## config.mk

```make
export PLATFORM = sky130hd
export DESIGN_NAME = flash_rewrite_ctrl
export DESIGN_NICKNAME = d
export VERILOG_FILES = /design/src/rtl/flash_rw_pkg.sv /design/src/rtl/flash_cmd_check.sv /design/src/rtl/flash_op_timer.sv /design/src/rtl/flash_cell_array.sv /design/src/rtl/flash_rewrite_ctrl.sv
export SDC_FILE = /design/constraint.sdc
export NUM_CORES = 1
export LEC_CHECK = 0
export BUFFER_PORTS_ARGS = -buffer_cell sky130_fd_sc_hd__buf_4
export CORE_UTILIZATION = 50
export CTS_BUF_LIST = sky130_fd_sc_hd__clkbuf_4
export DETAILED_ROUTE_END_ITERATION = 6
export GPL_TIMING_DRIVEN = 0
export PLACE_DENSITY = 0.73
export SYNTH_ARGS = -nofsm -noshare
export SYNTH_HDL_FRONTEND = slang
export SYNTH_HIERARCHICAL = 1
export SYNTH_SLANG_ARGS = --single-unit
```

## constraint.sdc

```tcl
create_clock -name clk -period 4.49 [get_ports clk]
set_clock_uncertainty 0.2 [all_clocks]
set_input_delay 0.898 -clock clk [delete_from_list [all_inputs] [get_ports clk]]
set_output_delay 0.898 -clock clk [all_outputs]
set_load 0.01 [all_outputs]
```

## src/rtl/flash_rw_pkg.sv

```systemverilog
package flash_rw_pkg;

  typedef enum logic [2:0] {
    OP_RD_ARRAY  = 3'd0,
    OP_RD_STATUS = 3'd1,
    OP_CLR_STAT  = 3'd2,
    OP_PROGRAM   = 3'd3,
    OP_ERASE_BLK = 3'd4,
    OP_ERASE_ALL = 3'd5,
    OP_LOCK      = 3'd6,
    OP_UNLOCK    = 3'd7
  } op_e;

  typedef enum logic [1:0] {
    KIND_PROG = 2'd0,
    KIND_BLK  = 2'd1,
    KIND_ALL  = 2'd2
  } kind_e;

  typedef struct packed {
    logic start_prog;
    logic start_blk;
    logic start_all;
    logic err_cmd;
    logic err_prog;
    logic err_erase;
    logic go_status;
    logic go_array;
    logic clr_status;
    logic lock_wr;
    logic lock_val;
  } verdict_t;

endpackage

```

## src/rtl/flash_cmd_check.sv

```systemverilog
module flash_cmd_check
  import flash_rw_pkg::*;
#(
  parameter int NUM_BLOCKS  = 8,
  parameter int USER_BLOCKS = 6,
  localparam int BLK_W = $clog2(NUM_BLOCKS)
) (
  input  op_e                   op,
  input  logic [BLK_W-1:0]      block,
  input  logic                  mode1,
  input  logic [BLK_W-1:0]      prog_block,
  input  logic                  lock_disable,
  input  logic [NUM_BLOCKS-1:0] locks,
  output verdict_t              verdict
);

  logic in_boot;
  logic writable;
  logic guarded;

  assign in_boot  = (block >= BLK_W'(USER_BLOCKS));
  assign writable = lock_disable | locks[block];
  assign guarded  = mode1 & (block == prog_block);

  always_comb begin
    verdict = '0;
    unique case (op)
      OP_RD_ARRAY:  verdict.go_array = 1'b1;
      OP_RD_STATUS: begin
        if (mode1) verdict.err_cmd   = 1'b1;
        else       verdict.go_status = 1'b1;
      end
      OP_CLR_STAT:  verdict.clr_status = 1'b1;
      OP_PROGRAM: begin
        if (in_boot || guarded) verdict.err_cmd    = 1'b1;
        else if (!writable)     verdict.err_prog   = 1'b1;
        else                    verdict.start_prog = 1'b1;
      end
      OP_ERASE_BLK: begin
        if (in_boot || guarded) verdict.err_cmd   = 1'b1;
        else if (!writable)     verdict.err_erase = 1'b1;
        else                    verdict.start_blk = 1'b1;
      end
      OP_ERASE_ALL: begin
        if (mode1 && (locks[prog_block] || lock_disable)) verdict.err_cmd = 1'b1;
        else                                              verdict.start_all = 1'b1;
      end
      OP_LOCK, OP_UNLOCK: begin
        if (in_boot) verdict.err_cmd = 1'b1;
        else begin
          verdict.lock_wr  = 1'b1;
          verdict.lock_val = (op == OP_UNLOCK);
        end
      end
      default: verdict = '0;
    endcase
  end

endmodule

```

## src/rtl/flash_op_timer.sv

```systemverilog
module flash_op_timer #(
  parameter int PROG_CYCLES  = 16,
  parameter int ERASE_CYCLES = 64,
  localparam int MAXC  = (PROG_CYCLES > ERASE_CYCLES) ? PROG_CYCLES : ERASE_CYCLES,
  localparam int CNT_W = $clog2(MAXC) + 1
) (
  input  logic clk,
  input  logic rst_n,
  input  logic start,
  input  logic long_op,
  output logic busy,
  output logic done
);

  logic [CNT_W-1:0] remain;

  always_ff @(posedge clk) begin
    if (!rst_n) begin
      busy   <= 1'b0;
      remain <= '0;
    end else if (start) begin
      busy   <= 1'b1;
      remain <= long_op ? CNT_W'(ERASE_CYCLES - 1) : CNT_W'(PROG_CYCLES - 1);
    end else if (busy) begin
      if (remain == '0) busy <= 1'b0;
      else              remain <= remain - 1'b1;
    end
  end

  assign done = busy && (remain == '0);

endmodule

```

## src/rtl/flash_cell_array.sv

```systemverilog
module flash_cell_array #(
  parameter int NUM_BLOCKS = 8,
  parameter int WORDS      = 4,
  parameter int DATA_W     = 8,
  localparam int BLK_W  = $clog2(NUM_BLOCKS),
  localparam int WRD_W  = $clog2(WORDS),
  localparam int IDX_W  = BLK_W + WRD_W,
  localparam int TOTAL  = NUM_BLOCKS * WORDS
) (
  input  logic                  clk,
  input  logic                  rst_n,
  input  logic                  commit,
  input  logic                  is_prog,
  input  logic [BLK_W-1:0]      wr_block,
  input  logic [WRD_W-1:0]      wr_word,
  input  logic [DATA_W-1:0]     wr_data,
  input  logic [NUM_BLOCKS-1:0] erase_mask,
  input  logic [BLK_W-1:0]      rd_block,
  input  logic [WRD_W-1:0]      rd_word,
  output logic [DATA_W-1:0]     rd_data,
  output logic                  prog_bad
);

  logic [TOTAL*DATA_W-1:0] cells;
  logic [IDX_W-1:0]        wr_idx;
  logic [IDX_W-1:0]        rd_idx;
  logic [DATA_W-1:0]       cur_word;

  assign wr_idx   = {wr_block, wr_word};
  assign rd_idx   = {rd_block, rd_word};
  assign cur_word = cells[wr_idx*DATA_W +: DATA_W];
  assign rd_data  = cells[rd_idx*DATA_W +: DATA_W];
  assign prog_bad = |(wr_data & ~cur_word);

  for (genvar b = 0; b < NUM_BLOCKS; b++) begin : g_blk
    for (genvar w = 0; w < WORDS; w++) begin : g_wrd
      localparam int IDX = b * WORDS + w;
      always_ff @(posedge clk) begin
        if (!rst_n) begin
          cells[IDX*DATA_W +: DATA_W] <= '1;
        end else if (commit) begin
          if (is_prog) begin
            if (wr_idx == IDX_W'(IDX))
              cells[IDX*DATA_W +: DATA_W] <= cells[IDX*DATA_W +: DATA_W] & wr_data;
          end else if (erase_mask[b]) begin
            cells[IDX*DATA_W +: DATA_W] <= '1;
          end
        end
      end
    end
  end

endmodule

```

## src/rtl/flash_rewrite_ctrl.sv

```systemverilog
module flash_rewrite_ctrl
  import flash_rw_pkg::*;
#(
  parameter int NUM_BLOCKS   = 8,
  parameter int USER_BLOCKS  = 6,
  parameter int WORDS        = 4,
  parameter int DATA_W       = 8,
  parameter int PROG_CYCLES  = 16,
  parameter int ERASE_CYCLES = 64,
  localparam int BLK_W = $clog2(NUM_BLOCKS),
  localparam int WRD_W = $clog2(WORDS)
) (
  input  logic              clk,
  input  logic              rst_n,
  input  logic              ew_mode,
  input  logic [BLK_W-1:0]  prog_block,
  input  logic              lock_disable,
  input  logic              cmd_valid,
  output logic              cmd_ready,
  input  logic [2:0]        cmd_op,
  input  logic [BLK_W-1:0]  cmd_block,
  input  logic [WRD_W-1:0]  cmd_word,
  input  logic [DATA_W-1:0] cmd_data,
  input  logic [BLK_W-1:0]  rd_block,
  input  logic [WRD_W-1:0]  rd_word,
  output logic [DATA_W-1:0] rd_data,
  output logic              hold,
  output logic              st_ready,
  output logic              st_erase_err,
  output logic              st_prog_err,
  output logic              st_cmd_err
);

  verdict_t              verdict;
  logic                  accept;
  logic                  start;
  logic                  busy;
  logic                  done;
  logic                  prog_bad;
  logic [NUM_BLOCKS-1:0] locks;
  logic [NUM_BLOCKS-1:0] all_mask;
  logic [NUM_BLOCKS-1:0] one_mask;
  logic [NUM_BLOCKS-1:0] mask_q;
  kind_e                 kind_q;
  logic [BLK_W-1:0]      blk_q;
  logic [WRD_W-1:0]      wrd_q;
  logic [DATA_W-1:0]     data_q;
  logic                  mode_q;
  logic                  status_view;
  logic [DATA_W-1:0]     arr_word;
  logic [7:0]            status_byte;

  assign accept    = cmd_valid & cmd_ready;
  assign start     = accept & (verdict.start_prog | verdict.start_blk | verdict.start_all);
  assign cmd_ready = ~busy;
  assign st_ready  = ~busy;
  assign hold      = busy & mode_q;

  flash_cmd_check #(.NUM_BLOCKS(NUM_BLOCKS), .USER_BLOCKS(USER_BLOCKS)) u_decide (
    .op           (op_e'(cmd_op)),
    .block        (cmd_block),
    .mode1        (ew_mode),
    .prog_block   (prog_block),
    .lock_disable (lock_disable),
    .locks        (locks),
    .verdict      (verdict)
  );

  flash_op_timer #(.PROG_CYCLES(PROG_CYCLES), .ERASE_CYCLES(ERASE_CYCLES)) u_timer (
    .clk     (clk),
    .rst_n   (rst_n),
    .start   (start),
    .long_op (~verdict.start_prog),
    .busy    (busy),
    .done    (done)
  );

  for (genvar g = 0; g < NUM_BLOCKS; g++) begin : g_mask
    assign all_mask[g] = (g < USER_BLOCKS) && (locks[g] || lock_disable);
    assign one_mask[g] = (cmd_block == BLK_W'(g));
  end

  always_ff @(posedge clk) begin
    if (!rst_n) begin
      kind_q <= KIND_PROG;
      blk_q  <= '0;
      wrd_q  <= '0;
      data_q <= '0;
      mode_q <= 1'b0;
      mask_q <= '0;
    end else if (start) begin
      kind_q <= verdict.start_prog ? KIND_PROG : (verdict.start_blk ? KIND_BLK : KIND_ALL);
      blk_q  <= cmd_block;
      wrd_q  <= cmd_word;
      data_q <= cmd_data;
      mode_q <= ew_mode;
      mask_q <= verdict.start_all ? all_mask : one_mask;
    end
  end

  flash_cell_array #(.NUM_BLOCKS(NUM_BLOCKS), .WORDS(WORDS), .DATA_W(DATA_W)) u_cells (
    .clk        (clk),
    .rst_n      (rst_n),
    .commit     (done),
    .is_prog    (kind_q == KIND_PROG),
    .wr_block   (blk_q),
    .wr_word    (wrd_q),
    .wr_data    (data_q),
    .erase_mask (mask_q),
    .rd_block   (rd_block),
    .rd_word    (rd_word),
    .rd_data    (arr_word),
    .prog_bad   (prog_bad)
  );

  always_ff @(posedge clk) begin
    if (!rst_n) begin
      locks        <= '1;
      status_view  <= 1'b0;
      st_erase_err <= 1'b0;
      st_prog_err  <= 1'b0;
      st_cmd_err   <= 1'b0;
    end else begin
      if (accept) begin
        if (verdict.clr_status) begin
          st_erase_err <= 1'b0;
          st_prog_err  <= 1'b0;
          st_cmd_err   <= 1'b0;
        end
        if (verdict.err_cmd)   st_cmd_err   <= 1'b1;
        if (verdict.err_prog)  st_prog_err  <= 1'b1;
        if (verdict.err_erase) st_erase_err <= 1'b1;
        if (verdict.go_status) status_view  <= 1'b1;
        if (verdict.go_array)  status_view  <= 1'b0;
        if (verdict.lock_wr)   locks[cmd_block] <= verdict.lock_val;
      end
      if (done) begin
        if (kind_q == KIND_PROG && prog_bad) st_prog_err <= 1'b1;
        status_view <= ~mode_q;
      end
    end
  end

  assign status_byte = {st_ready, 1'b0, st_erase_err, st_prog_err, st_cmd_err, 3'b000};
  assign rd_data     = status_view ? DATA_W'(status_byte) : arr_word;

endmodule

```

==> results.py <==
metrics = {
    "layout": {
        "area_growth_pct": 11.78,
        "drive_above_1_share": 0.2107,
        "fill_cells": 2580,
        "fin_nets": 1660,
    },
    "setup_path": {
        "arrival_ns": 3.41,
        "cpPeakStageDelay_ns": 0.53,
        "regToRegSetupSlack_ns": 0.87,
        "crit_required_ns": 3.39,
        "path_class": "input pin to output port",
        "cp_slowest_cell": "mux4_2",
        "worstReg2RegStart": "blk_q[1]$_SDFFE_PN0P_",
        "cp-startpoint": "rd_word[1]",
        "crit_chain": "clkbuf_2 -> buf_2 -> mux4_2 -> mux4_2 -> mux2_2 -> mux2_2 -> buf_4",
        "critPathBufInv": 3,
        "crit_family": "multiplexers",
        "worstSetupEndpointType": "output port",
        "cp-start-kind": "input pin",
        "cp_max_fo": 10,
    },
    "clock_network": {
        "cts.sinks": 300,
        "clk_latency_ns": 0.75,
        "clk_pin_slew_ns": 0.07,
        "cts_tree": "done",
        "clockRootBuffer": "clkbuf_4",
        "cts_buffers": 79,
        "hold_buffers": 0,
        "clockBufferDepth": 3,
        "htreeDepth": 3,
    },
    "yosys": {
        "syn_area_per_cell_um2": 9.742,
        "synth_edf_count": 0,
        "ys_ff_latch": 300,
        "syn_inst": 1513,
        "synth_area_leaders": "dfxtp_1 (41%), mux4_2 (19%), o21ai_0 (9.4%), nand2_1 (8.1%), mux2i_1 (3.9%)",
        "synth.most_common_cell": "nand2_1",
        "yosysUniqueCellTypes": 67,
        "synth_warnings": 6,
        "ys_top_cells_by_count": "nand2_1 (318), dfxtp_1 (300), o21ai_0 (278), mux4_2 (123), clkbuf_1 (80)",
        "syn-num-nets": 1544,
        "async_reset_ff_frac": 0,
        "syn_area_um2": 14740,
        "yosysTopAreaCell": "dfxtp_1",
        "yosysTopAreaCellShare": 0.4075,
        "ys_seq_area_frac": 0.4075,
        "synth-main-ff-cell": "dfxtp_1",
    },
    "timing": {
        "setup_violations": 2,
        "fin_crit_ns": 4.507,
        "tightest_slew_ns": 1.133,
        "slew_headroom": 0.2420,
        "finalHoldViolCount": 0,
        "hold_slack_ns": 0.2128,
        "timing.final.ws_setup_ns": -0.01739,
        "timing.fmax_ghz": 0.2219,
        "rsz0062_at_grt": "false",
        "min_period_over_period": 1.004,
        "drv_slew": 0,
        "fin_setup_tns_ns": -0.02769,
    },
    "routing": {
        "drt-vias-per-instance": 6.596,
        "drtPass1Iterations": 6,
        "antenna_left": 0,
        "drtIter0Drc": 2107,
        "wire_per_inst_um": 26.41,
        "routed_wl_um": 54700,
        "drc": 0,
        "via_count": 13660,
    },
    "global_route": {
        "grt_pass1_vias": 12920,
        "antenna_found_initial": 3,
        "grt_pass1_wl_um": 80790,
        "overflow": 0,
        "grtUsageTotal": 0.3617,
        "grt_max_degree": 18,
    },
    "placed_design": {
        "dp_hpwl_um": 38970,
        "port_buffers": 35,
        "place_congestion": 1.007,
    },
    "floorplanning": {
        "ioPinCount": 43,
        "start_util": 0.5108,
        "die_area_um2": 30170,
        "die_h_um": 173.7,
        "die_w_um": 173.7,
        "core_area_um2": 28860,
        "num_rows": 62,
    },
    "pwr": {
        "ir_drop_mv": 0.2017,
        "powerDensity_nw_per_um2": 339.0,
        "p_leak_nw": 5.488,
    },
    "run_status": {
        "outcome": "finished with violations",
        "violations": "setup timing",
    },
    "run": {
        "cap_violations": 0,
    },
    "min_path": {
        "hp-class": "input pin to flop",
        "hp-start": "cmd_data[0]",
    },
}
==> worst reg2reg max path: cells and delay by family, from the launching register on <==
kind,cells,cell delay [ns]
DFF,1,0.42
AOI/OAI and AO/OA,5,1.11
buffers and inverters,1,0.32
and+or+nand+nor,3,1.38
==> cells in the final DEF (no fill, tap or decap), types with 17 or more instances in the layout <==
master      n
a21oi_1    53
buf_4      50
clkbuf_1   76
clkbuf_4  108
clkinv_1   17
dfxtp_1   300
mux2_2     22
mux2i_1    57
mux4_2    123
nand2_1   318
nor2_1     30
nor2b_1    21
o21ai_0   278
==> sequential cells by signal, summed over array words and instances (netlist names) <==
register,flops
locks,8
st_erase_err,1
u_cells/cells,256
wrd_q,2
kind_q,2
mode_q,1
st_prog_err,1
u_timer/remain,7
blk_q,3
st_cmd_err,1
status_view,1
u_timer/busy,1
mask_q,8
data_q,8
==> cell families after synthesis <==
| kind of cell | after synthesis | synth area share |
|---|---|---|
| adder cells (fa/ha/maj) | 2 | 0.001698 |
| AND/OR/NAND/NOR | 462 | 0.1415 |
| AO/OA/AOI/OAI | 410 | 0.1578 |
| multiplexers | 203 | 0.2452 |
| XOR/XNOR | 1 | 0.0005943 |
| flip-flops | 300 | 0.4075 |
| buffers and inverters | 135 | 0.04567 |
==> routing by layer <==
metal  vias to the layer above  GRT usage  part of all wire
li1                       5813          -                 -
met1                      6571     0.4810              0.38
met2                      1063     0.5520              0.44
met3                       211    0.08575              0.13
met4                         2     0.1827             0.054
met5                         -          0           0.00015
==> power by group <==
part	switching (mW)	internal, mW	leakage [nW]
Clock	1.19	1.19	0.575
Sequential	0.0353	2.68	2.43
Combinational	0.317	0.172	2.48
==> area by class of cell <==
| cell class | count | area, µm² | share of cell area |
|---|---|---|---|
| Buffer | 123 | 636.9 | 0.03865 |
| Sequential cell | 300 | 6006 | 0.3645 |
| Clock buffer | 108 | 810.8 | 0.04921 |
| Timing Repair Buffer | 35 | 262.8 | 0.01595 |
| Clock inverter | 29 | 168.9 | 0.01025 |
| Multi-Input combinational cell | 1078 | 8060 | 0.4892 |
| Inverter | 12 | 45.04 | 0.002734 |
| Antenna cell | 2 | 5.005 | 0.0003038 |
| Tap cell | 384 | 480.5 | 0.02916 |
==> path summary, 6_finish.rpt <==
check	endpoint	depth (start not counted)
max	rd_data[7]	7
max reg2reg	st_prog_err$_SDFF_PN0_	9
min reg2reg	wrd_q[0]$_SDFFE_PN0P_	2
min	data_q[0]$_SDFFE_PN0P_	3
==> repair_timing <==
action                                  4_1_cts  5_1_grt
gates resized for setup                      10        1
endpoints found under the setup margin        8        4
setup buffers                                 0        0
==> metrics by stage <==
| stage | utilization | setup slack, ns | instances | power (mW) | cell area [µm²] |
|---|---|---|---|---|---|
| after floorplan | - | 0.5044 | 1513 | 3.068 | 14740 |
| after global placement | 0.5365 | -0.5554 | 1932 | 3.243 | 15480 |
| after detailed placement | 0.5365 | -0.5386 | 1932 | 3.249 | 15480 |
| after CTS | 0.5708 | 0.05928 | 2069 | 5.598 | 16470 |
| after global routing | 0.5709 | 0.00002176 | 2071 | 5.776 | 16480 |
| final | 0.5709 | -0.01739 | 2071 | 5.585 | 16480 |
(Power assumes the default switching activity.)
